==> src/rtl/sat_pkg.sv <==
package sat_pkg;

    localparam int DATA_W = 32;
    localparam int HALF_W = DATA_W / 2;
    localparam int POS_W  = $clog2(DATA_W);
    localparam int OP_W   = 4;

    typedef enum logic [OP_W-1:0] {
        OP_SADD   = 4'd0,
        OP_SSUB   = 4'd1,
        OP_SADDF  = 4'd2,
        OP_UADD   = 4'd3,
        OP_USUB   = 4'd4,
        OP_SDBL   = 4'd5,
        OP_SSAT   = 4'd6,
        OP_USAT   = 4'd7,
        OP_SSAT16 = 4'd8,
        OP_USAT16 = 4'd9
    } sat_op_e;

    typedef struct packed {
        logic [DATA_W-1:0] value;
        logic              hit;
    } sat_res_t;

    localparam logic [DATA_W-1:0] MAX_POS = {1'b0, {(DATA_W-1){1'b1}}};
    localparam logic [DATA_W-1:0] MIN_NEG = {1'b1, {(DATA_W-1){1'b0}}};

    function automatic logic [DATA_W-1:0] signed_clamp(input logic a_sign);
        return a_sign ? MIN_NEG : MAX_POS;
    endfunction

endpackage

==> src/rtl/sat_addsub.sv <==
module sat_addsub
    import sat_pkg::*;
(
    input  sat_op_e           op_i,
    input  logic [DATA_W-1:0] a_i,
    input  logic [DATA_W-1:0] b_i,
    output sat_res_t          res_o
);
    localparam int MSB = DATA_W - 1;
    localparam logic [DATA_W-1:0] QUARTER     = {2'b01, {(DATA_W-2){1'b0}}};
    localparam logic [DATA_W-1:0] NEG_QUARTER = {2'b11, {(DATA_W-2){1'b0}}};

    logic [DATA_W-1:0] sum, dif;
    logic [DATA_W:0]   usum;
    logic              add_ovf, sub_ovf;

    always_comb begin
        sum     = a_i + b_i;
        dif     = a_i - b_i;
        usum    = {1'b0, a_i} + {1'b0, b_i};
        add_ovf = (a_i[MSB] == b_i[MSB]) && (sum[MSB] != a_i[MSB]);
        sub_ovf = (a_i[MSB] != b_i[MSB]) && (dif[MSB] != a_i[MSB]);
        res_o   = '0;
        case (op_i)
            OP_SADD: begin
                res_o.hit   = add_ovf;
                res_o.value = add_ovf ? signed_clamp(a_i[MSB]) : sum;
            end
            OP_SSUB: begin
                res_o.hit   = sub_ovf;
                res_o.value = sub_ovf ? signed_clamp(a_i[MSB]) : dif;
            end
            OP_SADDF: begin
                res_o.hit   = add_ovf;
                res_o.value = sum;
            end
            OP_UADD: begin
                res_o.hit   = usum[DATA_W];
                res_o.value = usum[DATA_W] ? '1 : usum[DATA_W-1:0];
            end
            OP_USUB: begin
                res_o.hit   = b_i > a_i;
                res_o.value = (b_i > a_i) ? '0 : dif;
            end
            OP_SDBL: begin
                if ($signed(a_i) >= $signed(QUARTER)) begin
                    res_o.hit   = 1'b1;
                    res_o.value = MAX_POS;
                end else if ($signed(a_i) <= $signed(NEG_QUARTER)) begin
                    res_o.hit   = 1'b1;
                    res_o.value = MIN_NEG;
                end else begin
                    res_o.value = {a_i[DATA_W-2:0], 1'b0};
                end
            end
            default: res_o = '0;
        endcase
    end

endmodule

==> src/rtl/sat_clamp.sv <==
module sat_clamp
    import sat_pkg::*;
#(
    parameter int OUT_W = DATA_W
)(
    input  logic [DATA_W-1:0] val_i,
    input  logic [POS_W-1:0]  pos_i,
    input  logic              sgn_i,
    output logic [OUT_W-1:0]  val_o,
    output logic              hit_o
);
    localparam int MSB = DATA_W - 1;
    localparam logic [DATA_W-1:0] ONE = {{(DATA_W-1){1'b0}}, 1'b1};

    logic [DATA_W-1:0] mask;
    logic [DATA_W-1:0] top;
    logic              above, below;

    always_comb begin
        mask  = (ONE << pos_i) - ONE;
        top   = $signed(val_i) >>> pos_i;
        above = !top[MSB] && (top != '0);
        below = top[MSB] && (top != '1);
        hit_o = 1'b0;
        val_o = val_i[OUT_W-1:0];
        if (sgn_i) begin
            if (above) begin
                hit_o = 1'b1;
                val_o = mask[OUT_W-1:0];
            end else if (below) begin
                hit_o = 1'b1;
                val_o = ~mask[OUT_W-1:0];
            end
        end else begin
            if (val_i[MSB]) begin
                hit_o = 1'b1;
                val_o = '0;
            end else if (val_i > mask) begin
                hit_o = 1'b1;
                val_o = mask[OUT_W-1:0];
            end
        end
    end

endmodule

==> src/rtl/sat_flag.sv <==
module sat_flag (
    input  logic clk,
    input  logic rst,
    input  logic set_i,
    input  logic clr_i,
    output logic flag_o
);
    always_ff @(posedge clk) begin
        if (rst)        flag_o <= 1'b0;
        else if (set_i) flag_o <= 1'b1;
        else if (clr_i) flag_o <= 1'b0;
    end

    // flag holds without a clear
    a_r9_sticky_hold: assert property (@(posedge clk) disable iff (rst)
        (flag_o && !clr_i) |=> flag_o);
    // set beats clear
    a_r10_set_wins: assert property (@(posedge clk) disable iff (rst)
        set_i |=> flag_o);
    // clear alone lowers the flag
    a_r10_clear_only: assert property (@(posedge clk) disable iff (rst)
        (clr_i && !set_i) |=> !flag_o);

endmodule

==> src/rtl/sat_alu.sv <==
module sat_alu
    import sat_pkg::*;
(
    input  logic              clk,
    input  logic              rst,
    input  logic [OP_W-1:0]   op_i,
    input  logic [DATA_W-1:0] a_i,
    input  logic [DATA_W-1:0] b_i,
    input  logic [POS_W-1:0]  pos_i,
    input  logic              clr_i,
    output logic [DATA_W-1:0] result_o,
    output logic              sat_o
);
    localparam int LANES = DATA_W / HALF_W;

    sat_op_e           op;
    sat_res_t          arith;
    logic [DATA_W-1:0] word_val;
    logic              word_hit;
    logic [HALF_W-1:0] half_val [LANES];
    logic [LANES-1:0]  half_hit;
    logic [DATA_W-1:0] half_cat;
    logic              hit;

    assign op = sat_op_e'(op_i);

    sat_addsub u_addsub (
        .op_i  (op),
        .a_i   (a_i),
        .b_i   (b_i),
        .res_o (arith)
    );

    sat_clamp #(.OUT_W(DATA_W)) u_word (
        .val_i (a_i),
        .pos_i (pos_i),
        .sgn_i (op == OP_SSAT),
        .val_o (word_val),
        .hit_o (word_hit)
    );

    for (genvar lane = 0; lane < LANES; lane++) begin : g_half
        sat_clamp #(.OUT_W(HALF_W)) u_half (
            .val_i ({{(DATA_W-HALF_W){a_i[lane*HALF_W+HALF_W-1]}},
                     a_i[lane*HALF_W +: HALF_W]}),
            .pos_i (pos_i),
            .sgn_i (op == OP_SSAT16),
            .val_o (half_val[lane]),
            .hit_o (half_hit[lane])
        );
        assign half_cat[lane*HALF_W +: HALF_W] = half_val[lane];
    end

    always_comb begin
        case (op)
            OP_SADD, OP_SSUB, OP_SADDF, OP_UADD, OP_USUB, OP_SDBL: begin
                result_o = arith.value;
                hit      = arith.hit;
            end
            OP_SSAT, OP_USAT: begin
                result_o = word_val;
                hit      = word_hit;
            end
            OP_SSAT16, OP_USAT16: begin
                result_o = half_cat;
                hit      = |half_hit;
            end
            default: begin
                result_o = '0;
                hit      = 1'b0;
            end
        endcase
    end

    sat_flag u_flag (
        .clk    (clk),
        .rst    (rst),
        .set_i  (hit),
        .clr_i  (clr_i),
        .flag_o (sat_o)
    );

    // a clamped signed add lands on one of the two extremes
    a_r1_clamp_extreme: assert property (@(posedge clk) disable iff (rst)
        (op == OP_SADD && hit) |-> (result_o == MAX_POS || result_o == MIN_NEG));
    // unsigned add never returns less than A
    a_r4_uadd_floor: assert property (@(posedge clk) disable iff (rst)
        (op == OP_UADD) |-> (result_o >= a_i));
    // signed clamp output fits p bits plus sign
    a_r6_ssat_range: assert property (@(posedge clk) disable iff (rst)
        (op == OP_SSAT) |-> (($signed(result_o) >>> pos_i) == 0 ||
                             ($signed(result_o) >>> pos_i) == -1));
    // unsigned clamp output has nothing at or above bit p
    a_r7_usat_range: assert property (@(posedge clk) disable iff (rst)
        (op == OP_USAT) |-> ((result_o >> pos_i) == '0));
    // unused codes give zero and leave a low flag low
    a_r11_unused_zero: assert property (@(posedge clk) disable iff (rst)
        (op_i > 4'd9) |-> (result_o == '0));
    a_r11_unused_noflag: assert property (@(posedge clk) disable iff (rst)
        (op_i > 4'd9 && !sat_o) |=> !sat_o);

endmodule

==> config.mk <==
export PLATFORM = sky130hd
export DESIGN_NAME = sat_alu
export DESIGN_NICKNAME = d
export VERILOG_FILES = /design/src/rtl/sat_pkg.sv /design/src/rtl/sat_addsub.sv /design/src/rtl/sat_clamp.sv /design/src/rtl/sat_flag.sv /design/src/rtl/sat_alu.sv
export SDC_FILE = /design/constraint.sdc
export NUM_CORES = 1
export LEC_CHECK = 0
export BUFFER_PORTS_ARGS = -buffer_cell sky130_fd_sc_hd__buf_2
export CAP_MARGIN = 20
export CELL_PAD_IN_SITES_DETAIL_PLACEMENT = 1
export CELL_PAD_IN_SITES_GLOBAL_PLACEMENT = 2
export CORE_ASPECT_RATIO = 2
export CORE_MARGIN = 1.5
export CORE_UTILIZATION = 38
export CTS_BUF_LIST = sky130_fd_sc_hd__clkbuf_8
export CTS_CLUSTER_DIAMETER = 150
export DETAILED_ROUTE_END_ITERATION = 10
export MAX_ROUTING_LAYER = met4
export PLACE_DENSITY_LB_ADDON = 0.1
export SYNTH_ARGS = -nofsm -noshare
export SYNTH_HDL_FRONTEND = slang
export SYNTH_SLANG_ARGS = --single-unit
export TNS_END_PERCENT = 10
==> constraint.sdc <==
create_clock -name clk -period 16.6 [get_ports clk]
set_clock_uncertainty 0.15 [all_clocks]
set_input_delay 3.32 -clock clk [delete_from_list [all_inputs] [get_ports clk]]
set_output_delay 3.32 -clock clk [all_outputs]
set_load 0.1 [all_outputs]
==> flow_metrics.tcl <==
set metrics [dict create \
    start_util_pct 38.6 \
    post-route-cell-area_sq_um 13800 \
    ys_top_cells_by_count "198 x nand2_1, 171 x nor2_1, 158 x a21oi_1, 152 x o21ai_0, 138 x ha_1" \
    drc 0 \
    die_h_um 264 \
    dp_hpwl_um 61900 \
    setup_viol 0 \
    criticalPathCategory "in -> out" \
    synth_cell_types 92 \
    hp-class "reg -> reg" \
    startpoint_type "input pin" \
    netlist_instances 1962 \
    final_antenna_net_count 0 \
    slew_violations 0 \
    postCtsHoldBufs 0 \
    cp.arrival_ps 11340 \
    max_cap_viol_count 0 \
    yosysMostFrequentCell "nand2_1" \
    post_cts_buffers 0 \
    vias 17500 \
    post_route_cells_drive_above_1_share_pct 12.7 \
    min_period_over_period_pct 89.2 \
    area_delta_synth_final_pct 6.40 \
    drtIter0Drc 1429 \
    wl_um 83000 \
    routed.top_layer "met4" \
    dpl-instance-area_sq_um 13800 \
    fin_nets 2183 \
    grt_pass1_wl_um 121000 \
    setup-tns-final_ps 0 \
    path_clk_slew_ps 0 \
    period_needed_ps 14810 \
    wl_met2_um 39400 \
    slew_headroom_pct 17.9 \
    route.met3.wl_um 6860 \
    portBuffers 108 \
    worstMarginPinSlew_ps 1230 \
    synth.largest_area_cell "ha_1" \
    clock.fmax_mhz 67.5 \
    antenna_found_initial 6 \
    synth_edf_count 0 \
    dieArea_sq_um 35400 \
    ys_seq_elements 1 \
    routedWlPerCell_um 34.5 \
    reg_top3 "u_flag.flag_o x1" \
    yosysTopAreaCellShare_pct 13.3 \
    report.final.hold_viol_count 0 \
    largest_reg_flops 1 \
    yosys_warnings 0 \
    synthArstFlopShare_pct 0 \
    row_count 95 \
    overflow 0 \
    die_x_um 134 \
    required_ps 13130 \
    syn-mean-instance-area_sq_um 6.62 \
    post-route-util_pct 41.1 \
    worst_setup_path_end_kind "output port" \
    syn_area_sq_um 13000 \
    grtUsageTotal_pct 47.4 \
    largest-register "u_flag.flag_o" \
    synth.area.top_cells "ha_1 13%, a21oi_1 6.1%, o21ai_0 5.9%" \
    pin_count 109 \
    drt-met1-wl_um 27200 \
    rsz0062_at_grt "false" \
    viasPerCell 7.27 \
    synthFlopType "dfxtp_1" \
    place_congestion 1.08 \
    post_cts_resized 0 \
    clk_latency_ps 0 \
    grt_max_degree 58 \
    core_sq_um 33600 \
    drtPass1Iterations 7 \
    yosysSeqAreaShare_pct 0.154 \
    grt_pass1_vias 18100 \
    status "finished, final reports clean" \
    cp_max_fo 35 \
]
[per-layer routing]
| layer | global-route usage [%] | vias up |
|---|---|---|
| met1 | 45.2 | 8505 |
| met4 | 43.6 | 0 |
| li1 | - | 7507 |
| met2 | 77.4 | 981 |
| met3 | 12.4 | 491 |
| met5 | - | - |
[path summary, 6_finish.rpt]
check / from / end / slack [ps] / cells past startpoint
max: pos_i[1] / result_o[28] / 1790 / 23
max reg2reg: u_flag.flag_o / u_flag.flag_o / 15070 / 4
min reg2reg: u_flag.flag_o / u_flag.flag_o / 800 / 4
min: u_flag.flag_o / u_flag.flag_o / 800 / 4
[worst max-delay path: stages]
cell and delay (ps):
buf_4 360, or2_0 320, buf_4 260, nor2_1 110, nand2_1 340, ha_1 790, nor2b_1 380, a22oi_1 150
o32ai_1 880, inv_1 250, ha_1 360, and4_1 210, nor4b_1 590, nand3_1 170, a21oi_1 180, o21ai_0 170
a21oi_4 640, nor2_1 400, o21ai_0 260, nand4_1 110, a311oi_1 510, nand4_1 200, buf_2 340
[cell type report]
class                           count  area [sq um]
Sequential cell                     1          20.0
Multi-Input combinational cell   1698         11900
Tap cell                          436           546
Inverter                          105           394
Fill cell                        4481         19800
Timing Repair Buffer              160           933
Antenna cell                        6          15.0
[kinds of logic (layout without fill, tap and decap cells)]
family                   after synthesis  count (layout)  synth area share (%)
AO/OA/AOI/OAI                        720             720                  37.3
AND/OR/NAND/NOR                      675             675                  25.2
buffers and inverters                264             265                  8.34
adder cells (fa/ha/maj)              141             141                  13.8
multiplexers                         109             109                  11.8
XOR/XNOR                              51              51                  3.44
other                                  1               8                0.0289
flip-flops                             1               1                 0.154
[placed cells by master, fill, tap and decap left out, types with 24 or more instances in the layout]
cell type	netlist	layout
a211oi_1	37	37
ha_1	138	138
o22ai_1	24	24
nor2b_1	26	26
a21oi_1	158	156
nor2_1	171	170
nand4_1	41	41
nor3_1	46	45
nand3_1	61	61
buf_4	7	53
o21ai_0	152	152
buf_2	23	107
o211ai_1	39	39
nand2_1	198	198
inv_1	96	96
mux2i_1	47	47
xnor2_1	40	40
mux4_2	32	32
a21o_1	27	27
mux2_2	25	25
[metrics by stage]
step | setup slack, ps | hold WS [ps] | std cells
after floorplan | 3050 | 1310 | 1963
after global placement | 2390 | 762 | 2398
after detailed placement | 2150 | 755 | 2398
after CTS | 2120 | 763 | 2398
after global routing | 1350 | 771 | 2406
final | 1790 | 799 | 2406
